## src/rtl/ahb_ag_pkg.sv

```systemverilog
package ahb_ag_pkg;
  typedef enum logic [1:0] {
    TR_IDLE   = 2'b00,
    TR_BUSY   = 2'b01,
    TR_NONSEQ = 2'b10,
    TR_SEQ    = 2'b11
  } htrans_e;

  typedef enum logic [2:0] {
    BU_SINGLE = 3'b000,
    BU_INCR   = 3'b001,
    BU_WRAP4  = 3'b010,
    BU_INCR4  = 3'b011,
    BU_WRAP8  = 3'b100,
    BU_INCR8  = 3'b101,
    BU_WRAP16 = 3'b110,
    BU_INCR16 = 3'b111
  } hburst_e;

  // beats in a burst; undefined-length counts as one (no limit tracked)
  function automatic logic [4:0] burst_beats(logic [2:0] b);
    case (b)
      BU_WRAP4, BU_INCR4:   burst_beats = 5'd4;
      BU_WRAP8, BU_INCR8:   burst_beats = 5'd8;
      BU_WRAP16, BU_INCR16: burst_beats = 5'd16;
      default:              burst_beats = 5'd1;
    endcase
  endfunction
endpackage

```

## src/rtl/ahb_ag_next.sv

```systemverilog
module ahb_ag_next #(
  parameter int ADDR_W = 32
) (
  input  logic [ADDR_W-1:0] addr_i,
  input  logic [2:0]        burst_i,
  input  logic [2:0]        size_i,
  output logic [ADDR_W-1:0] nxt_o
);
  import ahb_ag_pkg::*;

  localparam int N_WRAP = 3;

  logic [ADDR_W-1:0] step;
  logic [ADDR_W-1:0] sum;
  logic [ADDR_W-1:0] wrap_nxt [N_WRAP];

  assign step = ADDR_W'(1) << size_i;
  assign sum  = addr_i + step;

  // one wrap path per length: 4, 8, 16 beats
  for (genvar g = 0; g < N_WRAP; g++) begin : g_wrap
    localparam int LOG_BEATS = g + 2;
    logic [ADDR_W-1:0] mask;
    assign mask = (ADDR_W'(1) << (5'(LOG_BEATS) + 5'(size_i))) - ADDR_W'(1);
    assign wrap_nxt[g] = (addr_i & ~mask) | (sum & mask);
  end

  always_comb begin
    case (burst_i)
      BU_SINGLE:                              nxt_o = addr_i;
      BU_WRAP4:                               nxt_o = wrap_nxt[0];
      BU_WRAP8:                               nxt_o = wrap_nxt[1];
      BU_WRAP16:                              nxt_o = wrap_nxt[2];
      default:                                nxt_o = sum;
    endcase
  end
endmodule

```

## src/rtl/ahb_ag_beat_cnt.sv

```systemverilog
module ahb_ag_beat_cnt #(
  parameter int CNT_W = 4
) (
  input  logic             clk_i,
  input  logic             rst_ni,
  input  logic             load_i,
  input  logic [CNT_W-1:0] load_val_i,
  input  logic             dec_i,
  output logic [CNT_W-1:0] cnt_o,
  output logic             zero_o
);
  logic [CNT_W-1:0] cnt_q;

  always_ff @(posedge clk_i or negedge rst_ni) begin
    if (!rst_ni)                     cnt_q <= '0;
    else if (load_i)                 cnt_q <= load_val_i;
    else if (dec_i && cnt_q != '0)   cnt_q <= cnt_q - CNT_W'(1);
  end

  assign cnt_o  = cnt_q;
  assign zero_o = (cnt_q == '0);
endmodule

```

## src/rtl/ahb_burst_addr_gen.sv

```systemverilog
module ahb_burst_addr_gen #(
  parameter int ADDR_W    = 32,
  parameter int MAX_BEATS = 16
) (
  input  logic                         clk_i,
  input  logic                         rst_ni,
  input  logic [1:0]                   htrans_i,
  input  logic [2:0]                   hburst_i,
  input  logic [2:0]                   hsize_i,
  input  logic                         hready_i,
  input  logic [ADDR_W-1:0]            start_addr_i,
  output logic [ADDR_W-1:0]            haddr_o,
  output logic [$clog2(MAX_BEATS)-1:0] beats_left_o,
  output logic                         last_beat_o
);
  import ahb_ag_pkg::*;

  localparam int CNT_W = $clog2(MAX_BEATS);

  logic [ADDR_W-1:0] addr_q, addr_nxt;
  logic [2:0]        burst_q, size_q;
  logic              active_q;
  logic              is_nonseq, is_seq, is_idle, seq_ok, cnt_zero;
  logic [4:0]        load_beats;

  assign is_nonseq = hready_i && (htrans_i == TR_NONSEQ);
  assign is_seq    = hready_i && (htrans_i == TR_SEQ);
  assign is_idle   = hready_i && (htrans_i == TR_IDLE);
  assign seq_ok    = is_seq && active_q && ((burst_q == BU_INCR) || !cnt_zero);

  ahb_ag_next #(.ADDR_W(ADDR_W)) u_next (
    .addr_i (addr_q),
    .burst_i(burst_q),
    .size_i (size_q),
    .nxt_o  (addr_nxt)
  );

  assign load_beats = burst_beats(hburst_i) - 5'd1;

  ahb_ag_beat_cnt #(.CNT_W(CNT_W)) u_cnt (
    .clk_i     (clk_i),
    .rst_ni    (rst_ni),
    .load_i    (is_nonseq),
    .load_val_i(CNT_W'(load_beats)),
    .dec_i     (seq_ok && burst_q != BU_INCR),
    .cnt_o     (beats_left_o),
    .zero_o    (cnt_zero)
  );

  always_ff @(posedge clk_i or negedge rst_ni) begin
    if (!rst_ni) begin
      addr_q   <= '0;
      burst_q  <= BU_SINGLE;
      size_q   <= '0;
      active_q <= 1'b0;
    end else if (is_nonseq) begin
      addr_q   <= start_addr_i;
      burst_q  <= hburst_i;
      size_q   <= hsize_i;
      active_q <= 1'b1;
    end else begin
      if (seq_ok)  addr_q   <= addr_nxt;
      if (is_idle) active_q <= 1'b0;
    end
  end

  assign haddr_o     = addr_q;
  assign last_beat_o = active_q && (burst_q != BU_INCR) && cnt_zero;
endmodule

```

## config.mk

```make
export PLATFORM = sky130hd
export DESIGN_NAME = ahb_burst_addr_gen
export DESIGN_NICKNAME = d
export VERILOG_FILES = /design/src/rtl/ahb_ag_pkg.sv /design/src/rtl/ahb_ag_next.sv /design/src/rtl/ahb_ag_beat_cnt.sv /design/src/rtl/ahb_burst_addr_gen.sv
export SDC_FILE = /design/constraint.sdc
export NUM_CORES = 1
export LEC_CHECK = 0
export BUFFER_PORTS_ARGS = -buffer_cell sky130_fd_sc_hd__buf_2
export CORE_ASPECT_RATIO = 1.25
export CORE_UTILIZATION = 55
export CTS_CLUSTER_SIZE = 30
export DETAILED_ROUTE_END_ITERATION = 6
export GPL_ROUTABILITY_DRIVEN = 0
export PLACE_DENSITY = 0.86
export RECOVER_POWER = 25
export SYNTH_ARGS = -nofsm -noshare
export SYNTH_HDL_FRONTEND = slang
export SYNTH_SLANG_ARGS = --single-unit
```

## constraint.sdc

```tcl
create_clock -name clk_i -period 8.48 [get_ports clk_i]
set_input_delay 0.848 -clock clk_i [delete_from_list [all_inputs] [get_ports clk_i]]
set_output_delay 0.848 -clock clk_i [all_outputs]
set_load 0.02 [all_outputs]
```

# == Word level (Yosys, flattened, before mapping) ==
# Cells that the tools add are included.
# op_classes
addsub,9
eq_ne,14
shift,4
mux,8
n_bitwise,12
reduce_logical,22
# ops
operator,n
32-bit AND,6
32-bit one-hot mux with 4 select lines,1
32-bit NOT,3
32-bit OR,3
1-bit by 5-bit left shift with 32-bit output (first input constant),3
32-bit by 2-bit subtractor with 32-bit output (second input constant),3
32-bit two-way mux,2
32-bit adder,1
1-bit by 3-bit left shift with 32-bit output (first input constant),1
3-bit equality test (second input constant),6
4-bit one-hot mux with 3 select lines,1
3-bit by 2-bit equality test with 1-bit output (second input constant),3
1-bit logical AND,9
2-bit by 3-bit adder with 4-bit output (first input constant),2
4-bit two-way mux,2
4-bit by 1-bit subtractor with 4-bit output (second input constant),2
2-bit nonzero test,3
2-bit OR reduction,3
3-bit by 3-bit adder with 4-bit output (first input constant),1
2-bit equality test (second input constant),2
4-bit logical NOT,1
4-bit nonzero test,1
3-bit by 1-bit equality test with 1-bit output (second input constant),1
3-bit logical NOT,1
7 further kinds,8
# totals
reg_bits,43
inputBits,43
out_inout_bits,37
word_cells,74

# == Depth between registers and ports, before layout ==
# depth
depth_word,9
mapped_depth,17
mapped_depth_nobuf,13

# == Hierarchy ==
# A second synthesis with hierarchy kept.
# hier_totals
hier_cells,676
hier_area_um2,5091.1
# modules_own_cells
mod,n_inst,cells_each,area_per_inst_um2,seq_area_each_um2
ahb_ag_next,1,429,2840.2,0.0
ahb_burst_addr_gen,1,220,1980.6,975.9
ahb_ag_beat_cnt,1,27,270.3,100.1

# == Worst setup path after synthesis ==
# OpenSTA, ideal clock, no wires.
# synth_path
path_kind,register to register
from,reg size_q[0]
to,"reg addr_q[10], in the netlist haddr_o[10]"
setup_ps,133
t_arrival_ps,3317
required_ps,8347
path_slack_ps,5030
path_stages_with_launch,18
path_buffers,5
period_less_slack_ps,3450
cell_sequence,dfrtp_1 buf_2 or2_1 clkbuf_1 inv_2 ha_1 clkbuf_1 buf_1 nor2_1 nand2_1 ha_1 clkbuf_1 and3_1 o31ai_1 o2111ai_1 a41o_1 a21oi_1 o211ai_1
# synth_via
elab_chain_cells,9
elab_cells_between_ends,26
classes_between,add/sub: 7; shift: 4; mux: 3; bitwise: 12
# synth_rtl
item,line,text
start: declaration,ahb_burst_addr_gen.sv:21,"logic [2:0] burst_q, size_q;"
start signal: assignment,ahb_burst_addr_gen.sv:59,size_q <= hsize_i;
3-bit by 3-bit adder with 4-bit output or 2-bit by 3-bit adder with 4-bit output (tied branches),ahb_ag_next.sv:24,assign mask = (ADDR_W'(1) << (5'(LOG_BEATS) + 5'(size_i))) - ADDR_W'(1);
1-bit by 5-bit left shift with 32-bit output,ahb_ag_next.sv:24,
32-bit by 2-bit subtractor with 32-bit output,ahb_ag_next.sv:24,
32-bit NOT,ahb_ag_next.sv:25,assign wrap_nxt[g] = (addr_i & ~mask) | (sum & mask);
32-bit AND,ahb_ag_next.sv:25,
32-bit OR,ahb_ag_next.sv:25,
32-bit one-hot mux with 4 select lines *,ahb_ag_next.sv:29,case (burst_i)
32-bit two-way mux *,ahb_burst_addr_gen.sv:62,if (seq_ok) addr_q <= addr_nxt;
32-bit two-way mux *,ahb_burst_addr_gen.sv:56,end else if (is_nonseq) begin
end signal: assignment,ahb_burst_addr_gen.sv:57,addr_q <= start_addr_i;
end signal: assignment,ahb_burst_addr_gen.sv:62,
end: declaration,ahb_burst_addr_gen.sv:20,"logic [ADDR_W-1:0] addr_q, addr_nxt;"
# Every way passes the cells marked *; elsewhere a longest branch is shown, timed or not. The select of a mux whose other input is x is not followed.
# A chain may end at the register's enable or synchronous reset.

# == Final worst setup path ==
# layout_path
from,reg size_q[1]
to,"reg addr_q[18], in the netlist haddr_o[18]"
# Same word-level chain as after synthesis.

==> summary.md <==
• gate count after technology mapping: 632
• remaining antenna violation count: 0
• width of the die: 86.5 um
• number of CTS-inserted buffers: 5
• Buffers on Ports: 79
• Setup Total Neg Slack: 0 ps
• Sink Count: 43
• routed length per placed instance: 20.1 um
• Register-to-Register Setup Slack: 3900 ps
• final critical path time including I/O delays and setup: 4580 ps
• Slew Limit Fails: 89
• Area growth, synth to finish: 9.35%
• Initial Util: 56.7%
• arrival time at the worst endpoint: 4700 ps
• worst max-slew margin expressed relative to the limit: -60.8%
• critical path buffer and inverter count: 0
• critical path startpoint category: flip-flop
• highest-delay cell along the critical path: sky130_fd_sc_hd__ha_1
• beginning of the critical path: size_q[1]
• clock latency of the later-clocked register in the worst-skew pair: 320 ps
• number of hold buffers added after cts: 0
• GRT Util Overall: 35.3%
• Worst path most repeated cell: sky130_fd_sc_hd__ha_1
• EDFF count, synth: 0
• clock transition at the register clock pins on the worst setup and hold paths after CTS: 90 ps
• cell type contributing the most total cell area after synthesis: sky130_fd_sc_hd__dfrtp_1
• Die ar.: 9310 um^2
• kind of capture point of the worst setup path: flip-flop
• share of the cycle needed by the critical path after routing: 54.0%
• via count of the first global-routing pass: 5230
• setup repair after global routing missed its margin: false
• logic depth of the worst register-to-register path: 11
• Static Leak: 0.00223 uW
• TritonCTS clock tree: done
• count of buffers added by post-CTS timing repair for setup: 0
• Max Root-Sink Buffers: 2
• cell count of the worst hold path: 2
• Via Count: 5591
• count of cell types in the netlist: 88
• H-tree lvl count: 2
• maximum frequency from static timing analysis: 0.218 GHz
• first-iteration detailed-routing DRC count: 899
• post-synthesis average cell area: 7.77 um^2
• launch point of the worst reg-to-reg path: size_q[1]
• cell type group with the largest total delay on the critical path: adder cells
• length of the first detailed-routing pass in iterations: 7
• share of the synthesized area in the top cell type: 21.9%
• net count of the finished layout: 744
• DRC errors left: 0
• setup clock skew after layout: 11.2 ps
• WS Path Type: flip-flop to flip-flop
• slowest stage delay, CP: 1030 ps
• diode count: 0
• critical path, cell by cell: ha_1 > a21o_1 > nor2_1 > nand2_1 > ha_1 > nor2b_1 > o211ai_2 > a221oi_1 > nand4_1 > xor2_1 > a21oi_1
• average vias per placed instance: 7.04
• maximum number of pins on one net before global-route repair: 46
• prevailing post-synth register cell: sky130_fd_sc_hd__dfrtp_1
• buffer type at the clock tree root: sky130_fd_sc_hd__clkbuf_8
• synthesized net count: 702
• Slew @ Worst Pin: 2410 ps
• power density of the placed cells: 212 nW/um^2
• Yosys warnings: 0
• post-synthesis sequential element count: 43
• DP HPWL: 11.1 mm
• total power: 1140 uW
• routed wire length: 15.9 mm
• grt total ovfl: 0
• maxcap violations: 2
• wire length of the first global-routing pass: 25.7 mm
• outcome: finished with violations
• required time of the worst setup path: 8600 ps
• Max VDD drop: 102 uV
• Core Rows: 38
• number of hold violations in the final report: 0
• share of cells above drive strength 1: 16.8%
• hold_sp: active_q
• Post-Place Cell Area: 5290 um^2
• leading cell types by total area after synthesis: sky130_fd_sc_hd__dfrtp_1, sky130_fd_sc_hd__ha_1, sky130_fd_sc_hd__nand2_1
• final non-filler cell area: 5370 um^2
• violated checks: capacitance limit, slew limit
• vertical extent of the die: 108 um
• count of cells resized by post-cts repair: 0
• async set-reset flop share out of synthesis: 100%
• register area share after synthesis: 21.9%
• hold crit path type: flip-flop to flip-flop
• floorplan core area: 8650 um^2
• area of the mapped netlist: 4910 um^2
• worst-path fanout max: 31
• depth of the critical timing path with buffers and inverters included: 11
• final number of setup-violating endpoints: 0
• count of boundary I/O pins: 80
• number of antenna violations at the first check in global routing: 0
-- cells in the mapped netlist, types with 5 or more instances --
library cell / number
sky130_fd_sc_hd__xor2_1: 10
sky130_fd_sc_hd__dfrtp_1: 43
sky130_fd_sc_hd__nor2b_1: 9
sky130_fd_sc_hd__nor3_1: 12
sky130_fd_sc_hd__buf_1: 5
sky130_fd_sc_hd__mux2i_1: 7
sky130_fd_sc_hd__o31ai_1: 10
sky130_fd_sc_hd__nor2_1: 43
sky130_fd_sc_hd__inv_1: 16
sky130_fd_sc_hd__a2111oi_0: 5
sky130_fd_sc_hd__nand2b_1: 9
sky130_fd_sc_hd__a21oi_1: 30
sky130_fd_sc_hd__o21a_1: 7
sky130_fd_sc_hd__o311ai_1: 5
sky130_fd_sc_hd__o211ai_1: 21
sky130_fd_sc_hd__a211o_1: 6
sky130_fd_sc_hd__o21ai_0: 33
sky130_fd_sc_hd__a22oi_1: 6
sky130_fd_sc_hd__or3_1: 5
sky130_fd_sc_hd__o21ai_1: 9
sky130_fd_sc_hd__nand2_1: 74
sky130_fd_sc_hd__ha_1: 26
sky130_fd_sc_hd__xnor2_1: 12
sky130_fd_sc_hd__buf_2: 19
sky130_fd_sc_hd__nand3b_1: 5
sky130_fd_sc_hd__a221oi_1: 5
sky130_fd_sc_hd__o2111ai_1: 5
sky130_fd_sc_hd__nand4_1: 8
sky130_fd_sc_hd__a31oi_1: 16
sky130_fd_sc_hd__o22ai_1: 5
sky130_fd_sc_hd__nor4_1: 5
sky130_fd_sc_hd__and2_1: 5
sky130_fd_sc_hd__and3_1: 11
sky130_fd_sc_hd__nand3_1: 21
sky130_fd_sc_hd__clkbuf_1: 24
-- flip-flops by register name, summed over array words and instances, names as in the netlist --
signal and flops:
haddr_o 32, active_q 1, u_cnt.cnt_o 4, size_q 3
burst_q 3
-- cell type report --
| cell class | count | area, um^2 |
|---|---|---|
| multi-input cells | 520 | 3550 |
| fillers | 791 | 3280 |
| flip-flops and latches | 43 | 1080 |
| repair buffers | 85 | 435 |
| well taps | 120 | 150 |
| clock buffers | 6 | 82.6 |
| inverters | 19 | 71.3 |
| clock inverters | 1 | 5.00 |
-- path summary, 6_finish.rpt --
check	end
setup reg to reg	haddr_o[18]
hold / removal	active_q
setup / recovery	haddr_o[18]
max in group asynchronous	haddr_o[17]
hold reg to reg	active_q
min in group asynchronous	haddr_o[8]
-- through the flow --
stage | hold slack (ps) | setup slack (ps) | utilization (%) | std cells
after global placement | 508 | 4500 | 61.1 | 787
after global routing | 585 | 3660 | 62.0 | 794
after floorplan | 485 | 5030 | - | 632
after CTS | 544 | 4190 | 62.1 | 794
after detailed placement | 521 | 4190 | 61.1 | 787
final | 541 | 3900 | 62.0 | 794
-- worst min-delay path, cell delays in order, from the launching register on --
cell,delay (ps)
sky130_fd_sc_hd__dfrtp_1,360
sky130_fd_sc_hd__o21ai_0,80
sky130_fd_sc_hd__nand2_1,60
-- per-layer routing --
| metal | up-vias | track usage [%] | wire [um] |
|---|---|---|---|
| met2 | 423 | 56.5 | 7440 |
| met3 | 112 | 6.21 | 1730 |
| met1 | 2569 | 43.9 | 5810 |
| li1 | 2487 | - | - |
| met5 | - | 0 | 0 |
| met4 | 0 | 21.5 | 963 |
-- placed cells by master (no fill, tap or decap), types with 5 or more instances in the layout --
cell type / netlist / final
sky130_fd_sc_hd__and3_1: 11 / 11
sky130_fd_sc_hd__nor4_1: 5 / 5
sky130_fd_sc_hd__inv_1: 16 / 16
sky130_fd_sc_hd__o311ai_1: 5 / 5
sky130_fd_sc_hd__nor2b_1: 9 / 9
sky130_fd_sc_hd__mux2i_1: 7 / 7
sky130_fd_sc_hd__a21oi_1: 30 / 30
sky130_fd_sc_hd__clkbuf_8: 0 / 6
sky130_fd_sc_hd__o21ai_0: 33 / 33
sky130_fd_sc_hd__nand2_1: 74 / 74
sky130_fd_sc_hd__o21a_1: 7 / 7
sky130_fd_sc_hd__o22ai_1: 5 / 5
sky130_fd_sc_hd__o2111ai_1: 5 / 5
sky130_fd_sc_hd__buf_2: 19 / 78
sky130_fd_sc_hd__dfrtp_1: 43 / 43
sky130_fd_sc_hd__a211o_1: 6 / 6
sky130_fd_sc_hd__a22oi_1: 6 / 6
sky130_fd_sc_hd__a2111oi_0: 5 / 5
sky130_fd_sc_hd__xor2_1: 10 / 10
sky130_fd_sc_hd__o211ai_1: 21 / 21
sky130_fd_sc_hd__nand3b_1: 5 / 5
sky130_fd_sc_hd__nand4_1: 8 / 8
sky130_fd_sc_hd__o21ai_1: 9 / 9
sky130_fd_sc_hd__and2_1: 5 / 5
sky130_fd_sc_hd__xnor2_1: 12 / 12
sky130_fd_sc_hd__a31oi_1: 16 / 16
sky130_fd_sc_hd__nor3_1: 12 / 12
sky130_fd_sc_hd__nand2b_1: 9 / 9
sky130_fd_sc_hd__o31ai_1: 10 / 10
sky130_fd_sc_hd__or3_1: 5 / 5
sky130_fd_sc_hd__nand3_1: 21 / 21
sky130_fd_sc_hd__buf_4: 0 / 5
sky130_fd_sc_hd__nor2_1: 43 / 43
sky130_fd_sc_hd__ha_1: 26 / 26
sky130_fd_sc_hd__a221oi_1: 5 / 5
-- logic make-up (layout without fill, tap and decap cells) --
logic type / count (synthesis) / in the layout / synth area share [%]
adders and majority gates: 27 / 27 / 7.03
AOI/OAI and AO/OA: 223 / 223 / 32.9
muxes: 10 / 10 / 2.12
buffers and inverters: 69 / 111 / 6.07
other: 1 / 1 / 0.0764
DFF: 43 / 43 / 21.9
xor gates and xnor gates: 22 / 22 / 3.92
and+or+nand+nor: 237 / 237 / 26.0
-- report_power, final --
group	internal (uW)	leakage, uW	switching (uW)	total (uW)
Combinational	244	0.00166	406	650
Clock	64.2	0.0000470	81.6	146
Sequential	249	0.000517	92.3	342
Power figures use the tool's default switching activity.
